<file path="src/rtl/psl_pkg.sv">
package psl_pkg;

    // Output sequencer states
    typedef enum logic [0:0] {
        ST_WAIT = 1'b0,
        ST_SEND = 1'b1
    } psl_state_e;

    // Decision taken for one update
    typedef enum logic [1:0] {
        DEC_PASS   = 2'd0,
        DEC_CAP_HI = 2'd1,
        DEC_CAP_LO = 2'd2,
        DEC_BYPASS = 2'd3
    } psl_dec_e;

endpackage

</file>
<file path="src/rtl/psl_clamp.sv">
module psl_clamp
    import psl_pkg::*;
#(
    parameter int ERR_W    = 16,
    parameter int STEP_LIM = 40
) (
    input  logic signed [ERR_W-1:0] err_in,
    input  logic                    bypass,
    output logic signed [ERR_W-1:0] err_out,
    output psl_dec_e                decision
);

    localparam logic signed [ERR_W-1:0] POS_LIM = ERR_W'(STEP_LIM);
    localparam logic signed [ERR_W-1:0] NEG_LIM = ERR_W'(-STEP_LIM);

    logic above;
    logic below;

    // Signed comparisons against constants; the result is always a
    // representable value, so the most negative code cannot wrap.
    assign above = (err_in > POS_LIM);
    assign below = (err_in < NEG_LIM);

    always_comb begin
        if (bypass) begin
            decision = DEC_BYPASS;
        end else if (above) begin
            decision = DEC_CAP_HI;
        end else if (below) begin
            decision = DEC_CAP_LO;
        end else begin
            decision = DEC_PASS;
        end
    end

    always_comb begin
        unique case (decision)
            DEC_CAP_HI: err_out = POS_LIM;
            DEC_CAP_LO: err_out = NEG_LIM;
            DEC_BYPASS: err_out = err_in;
            default:    err_out = err_in;
        endcase
    end

endmodule

</file>
<file path="src/rtl/psl_seq.sv">
module psl_seq
    import psl_pkg::*;
(
    input  logic clk,
    input  logic rst_n,
    input  logic strobe,
    output logic load,
    output logic valid
);

    psl_state_e state_q;
    psl_state_e state_d;

    // Next-state logic with named transitions
    always_comb begin
        state_d = state_q;
        unique case (state_q)
            ST_WAIT: begin
                if (strobe) state_d = ST_SEND;   // WAIT_TO_SEND
                else        state_d = ST_WAIT;   // WAIT_IDLE
            end
            ST_SEND: begin
                if (strobe) state_d = ST_SEND;   // SEND_HOLD
                else        state_d = ST_WAIT;   // SEND_TO_WAIT
            end
            default: state_d = ST_WAIT;
        endcase
    end

    // State register
    always_ff @(posedge clk or negedge rst_n) begin
        if (!rst_n) state_q <= ST_WAIT;
        else        state_q <= state_d;
    end

    // Outputs
    always_comb begin
        load  = strobe;
        valid = 1'b0;
        unique case (state_q)
            ST_WAIT: valid = 1'b0;
            ST_SEND: valid = 1'b1;
            default: valid = 1'b0;
        endcase
    end

    a_r2_valid_follows: assert property (@(posedge clk) disable iff (!rst_n)
        strobe |=> valid);
    a_r2_no_spurious: assert property (@(posedge clk) disable iff (!rst_n)
        !strobe |=> !valid);

endmodule

</file>
<file path="src/rtl/psl_sticky.sv">
module psl_sticky (
    input  logic clk,
    input  logic rst_n,
    input  logic set_evt,
    input  logic clr_evt,
    output logic flag
);

    always_ff @(posedge clk or negedge rst_n) begin
        if (!rst_n)       flag <= 1'b0;
        else if (set_evt) flag <= 1'b1;   // a new event beats the clear
        else if (clr_evt) flag <= 1'b0;
    end

    a_r7_set_seen: assert property (@(posedge clk) disable iff (!rst_n)
        set_evt |=> flag);
    a_r8_clear_works: assert property (@(posedge clk) disable iff (!rst_n)
        (clr_evt && !set_evt) |=> !flag);
    a_r7_holds: assert property (@(posedge clk) disable iff (!rst_n)
        (!clr_evt && !set_evt) |=> $stable(flag));

endmodule

</file>
<file path="src/rtl/phase_slope_limiter.sv">
module phase_slope_limiter
    import psl_pkg::*;
#(
    parameter int ERR_W    = 16,
    parameter int STEP_LIM = 40
) (
    input  logic                    clk,
    input  logic                    rst_n,
    input  logic                    upd_stb,
    input  logic signed [ERR_W-1:0] upd_err,
    input  logic                    fast_lock,
    input  logic                    clamp_clr,
    output logic                    res_valid,
    output logic signed [ERR_W-1:0] res_err,
    output logic                    clamp_seen
);

    localparam logic signed [ERR_W-1:0] POS_LIM = ERR_W'(STEP_LIM);
    localparam logic signed [ERR_W-1:0] NEG_LIM = ERR_W'(-STEP_LIM);

    logic signed [ERR_W-1:0] bounded;
    psl_dec_e                decision;
    logic                    load;
    logic                    capped;
    logic signed [ERR_W-1:0] res_q;

    psl_clamp #(
        .ERR_W    (ERR_W),
        .STEP_LIM (STEP_LIM)
    ) u_clamp (
        .err_in   (upd_err),
        .bypass   (fast_lock),
        .err_out  (bounded),
        .decision (decision)
    );

    psl_seq u_seq (
        .clk    (clk),
        .rst_n  (rst_n),
        .strobe (upd_stb),
        .load   (load),
        .valid  (res_valid)
    );

    assign capped = upd_stb && ((decision == DEC_CAP_HI) || (decision == DEC_CAP_LO));

    psl_sticky u_sticky (
        .clk     (clk),
        .rst_n   (rst_n),
        .set_evt (capped),
        .clr_evt (clamp_clr),
        .flag    (clamp_seen)
    );

    always_ff @(posedge clk or negedge rst_n) begin
        if (!rst_n)    res_q <= '0;
        else if (load) res_q <= bounded;
    end

    assign res_err = res_q;

    a_r3_cap_high: assert property (@(posedge clk) disable iff (!rst_n)
        (upd_stb && !fast_lock && (upd_err > POS_LIM)) |=> (res_err == POS_LIM));
    a_r4_cap_low: assert property (@(posedge clk) disable iff (!rst_n)
        (upd_stb && !fast_lock && (upd_err < NEG_LIM)) |=> (res_err == NEG_LIM));
    a_r5_in_range: assert property (@(posedge clk) disable iff (!rst_n)
        (upd_stb && !fast_lock && (upd_err <= POS_LIM) && (upd_err >= NEG_LIM))
        |=> (res_err == $past(upd_err)));
    a_r6_bypass: assert property (@(posedge clk) disable iff (!rst_n)
        (upd_stb && fast_lock) |=> (res_err == $past(upd_err)));
    a_r9_hold: assert property (@(posedge clk) disable iff (!rst_n)
        !upd_stb |=> $stable(res_err));
    a_r4_no_overflow: assert property (@(posedge clk) disable iff (!rst_n)
        (res_valid && !$past(fast_lock)) |-> ((res_err <= POS_LIM) && (res_err >= NEG_LIM)));

endmodule

</file>
<file path="config.mk">
export PLATFORM = sky130hd
export DESIGN_NAME = phase_slope_limiter
export DESIGN_NICKNAME = d
export VERILOG_FILES = /design/src/rtl/psl_pkg.sv /design/src/rtl/psl_clamp.sv /design/src/rtl/psl_seq.sv /design/src/rtl/psl_sticky.sv /design/src/rtl/phase_slope_limiter.sv
export SDC_FILE = /design/constraint.sdc
export NUM_CORES = 1
export LEC_CHECK = 0
export ABC_AREA = 1
export BUFFER_PORTS_ARGS = -buffer_cell sky130_fd_sc_hd__buf_2
export CAP_MARGIN = 10
export CORE_ASPECT_RATIO = 0.9
export CORE_UTILIZATION = 40
export CTS_CLUSTER_SIZE = 10
export DETAILED_ROUTE_END_ITERATION = 7
export GPL_ROUTABILITY_DRIVEN = 1
export GPL_TIMING_DRIVEN = 1
export PLACE_DENSITY_LB_ADDON = 0.2
export SYNTH_ARGS = -nofsm -noshare
export SYNTH_HDL_FRONTEND = slang
export SYNTH_SLANG_ARGS = --single-unit
</file>
<file path="constraint.sdc">
create_clock -name clk -period 0.8 [get_ports clk]
set_input_delay 0.16 -clock clk [delete_from_list [all_inputs] [get_ports clk]]
set_output_delay 0.16 -clock clk [all_outputs]
set_load 0.02 [all_outputs]
</file>
==> impl_metrics.yaml <==
finish:
  layout-area-overhead-vs-synth_pct: 95.3
  drive_above_1_share_pct: 61.8
  diodes: 0
  nFillCells: 108
  final_nets: 188
global_routing:
  grt_overflow: 0
  grt_pass1_vias: 897
  grt_pass1_wl_mm: 3.88
  grt.total_usage_pct: 23.5
  grt_max_degree: 19
  antenna_found_initial: 0
synth:
  netlist_instances: 98
  yosysWarnings: 0
  synth_top_cell_area_share_pct: 54.6
  synth_top_cell_by_area: "dfrtp_1"
  synth_area_um2: 825
  synthTopCellsByArea: "dfrtp_1 (55%), nand2_1 (9.1%), a21oi_1 (8.5%)"
  synth_seq_cells: 18
  synth_ff_type: "dfrtp_1"
  yosysSeqAreaShare_pct: 54.6
  synthTopCellsByCount: "nand2_1 (20), dfrtp_1 (18), nor2_1 (18), a21oi_1 (14), inv_1 (7)"
  postSynthAreaPerCell_um2: 8.41
  async_reset_ff_share_pct: 100
  synth_fp_nets: 120
  synth_edf_count: 0
  synth_most_common_cell: "nand2_1"
  synthDistinctLibCells: 20
clock_tree:
  clock_latency_ns: 0.30
  clock_path_buffers: 2
  htree_levels: 1
  clk_pin_slew_ns: 0.10
  clock-sinks: 18
  cts-root-buf: "clkbuf_4"
  cts_tree: "built"
  cts_buffers: 3
sta:
  finalHoldWorstSlack_ns: 0.0287
  setup_slack_ns: -0.462
  drv_slew: 0
  fmax_mhz: 793
  post-route-min-period_ns: 1.26
  tightest_slew_ns: 0.408
  max_slew_margin_pct: 72.8
  rsz0062_at_grt: "yes"
  finalHoldViolations: 0
  clock_skew_ns: 0
  setup_violations: 35
  fin_crit_sh_pct: 158
  setup_tns_ns: -10.76
worst_setup_path:
  path_buf_inv: 3
  worstPathArrival_ns: 1.45
  required_ns: 0.99
  crit_start: "upd_err[4]"
  cp-end-kind: "register"
  crit_chain: "buf_6, a21o_1, nand4_1, nor2_1, o21bai_1, ha_4, inv_4, a21oi_4, buf_6, a21oi_2"
  path_class: "input port to register"
  cpMostUsedCell: "buf_6"
  crit_family: "compound AO/OA/AOI/OAI gates"
  slowest_stage: "ha_4"
  cpPeakStageDelay_ns: 0.32
  crit_fanout: 5
  reg2reg_from: "res_err[12]"
  setup.worst_path.start_class: "input port"
hold_path:
  hp-class: "input port to register"
  hp-start: "clamp_clr"
placement:
  io_buffers: 38
  dp_slack_ns: -0.786
  routabilityCongestion: 0.794
  dpl.hpwl_mm: 1.48
route:
  drtAntennaViolNets: 0
  vias_per_cell: 5.01
  drt-pass1-iter-count: 4
  drc: 0
  avgRoutedWirePerCell_um: 14.9
  drt-initial-drc-count: 18
  vias: 951
  wirelength_mm: 2.83
power_and_ir_drop:
  max-vdd-ir-drop_mv: 1.60
  power.leakage_uw: 0.000771
  cellPowerDensity_nw_per_um2: 1640
  finalPower_uw: 2640
job:
  maxCapViolCount: 0
status:
  outcome: "complete, but fails checks"
  violations: "negative setup slack"
floorplan:
  num_rows: 15
  fp.dieH_um: 45.1
  io_pins: 39
  initial_core_util_pct: 42.7
  fp.dieW_um: 49.9
  core_um2: 1930
  die-area_um2: 2250
[registers in the layout, summed over array words and instances, names as in the netlist]
name	flops
res_err	16
u_seq.state_q	1
u_sticky.flag	1
[cell usage in the layout (no fill, tap or decap), types with 4 or more instances in the layout]
cell	count
buf_4	25
dfrtp_1	18
nand2_1	16
inv_1	4
buf_6	27
buf_2	11
nor2_1	14
a21oi_2	13
[power by group]
| group | leakage (uW) | internal (uW) | total (uW) | switching [uW] |
|---|---|---|---|---|
| registers | 0.000212 | 1010 | 1090 | 76.4 |
| clock network | 0.0000210 | 278 | 565 | 287 |
| logic | 0.000538 | 512 | 986 | 475 |
| total | 0.000771 | 1800 | 2640 | 838 |
[cell type report]
type / count / area [um^2] / area share (%)
timing repair buffer: 67 / 602 / 37.4
multi-input combinational: 68 / 458 / 28.4
clock buffer: 4 / 36.3 / 2.25
sequential: 18 / 450 / 28.0
inverter: 8 / 32.5 / 2.02
tap: 25 / 31.3 / 1.94
[timing repair]
| item | in CTS | in global routing |
|---|---|---|
| pin swaps | 13 | 15 |
| resized for setup | 73 | 19 |
| hold buffers | 1 | 0 |
| buffers inserted | 9 | 5 |
| hold endpoints to repair | 18 | 0 |
| setup endpoints to repair | 35 | 35 |
[cells by family (layout without fill, tap and decap cells)]
group,count (synthesis),after routing,share of synthesized area (%)
AO/OA/AOI/OAI,22,22,15.0
adder cells (fa/ha/maj),1,1,1.52
buffers and inverters,12,79,6.68
flip-flops,18,18,54.6
AND/OR/NAND/NOR,45,45,22.2
[worst paths after layout]
path,to,slack (ns),cells after the start
min,u_sticky.flag,0.03,2
max in group asynchronous,res_err[5],0.19,2
min reg2reg,res_err[1],0.53,2
max reg2reg,res_err[12],-0.10,4
min in group asynchronous,res_err[13],0.32,2
max,res_err[7],-0.46,10
[through the flow]
step                      util [%]  instance area, um^2  cells
final                         83.3                 1610    190
after floorplan                  -                  845     98
after global placement        58.6                 1130    171
after detailed placement      58.6                 1130    171
after CTS                     77.8                 1500    185
after global routing          83.3                 1610    190
[metal layers]
layer / up-vias / track usage (%) / wire, um
met5: - / 0 / 0
met4: 0 / 10.9 / 91
met3: 8 / 7.07 / 114
met2: 30 / 38.9 / 1520
met1: 458 / 28.7 / 1110
li1: 455 / - / -
(Power assumes the default switching activity.)
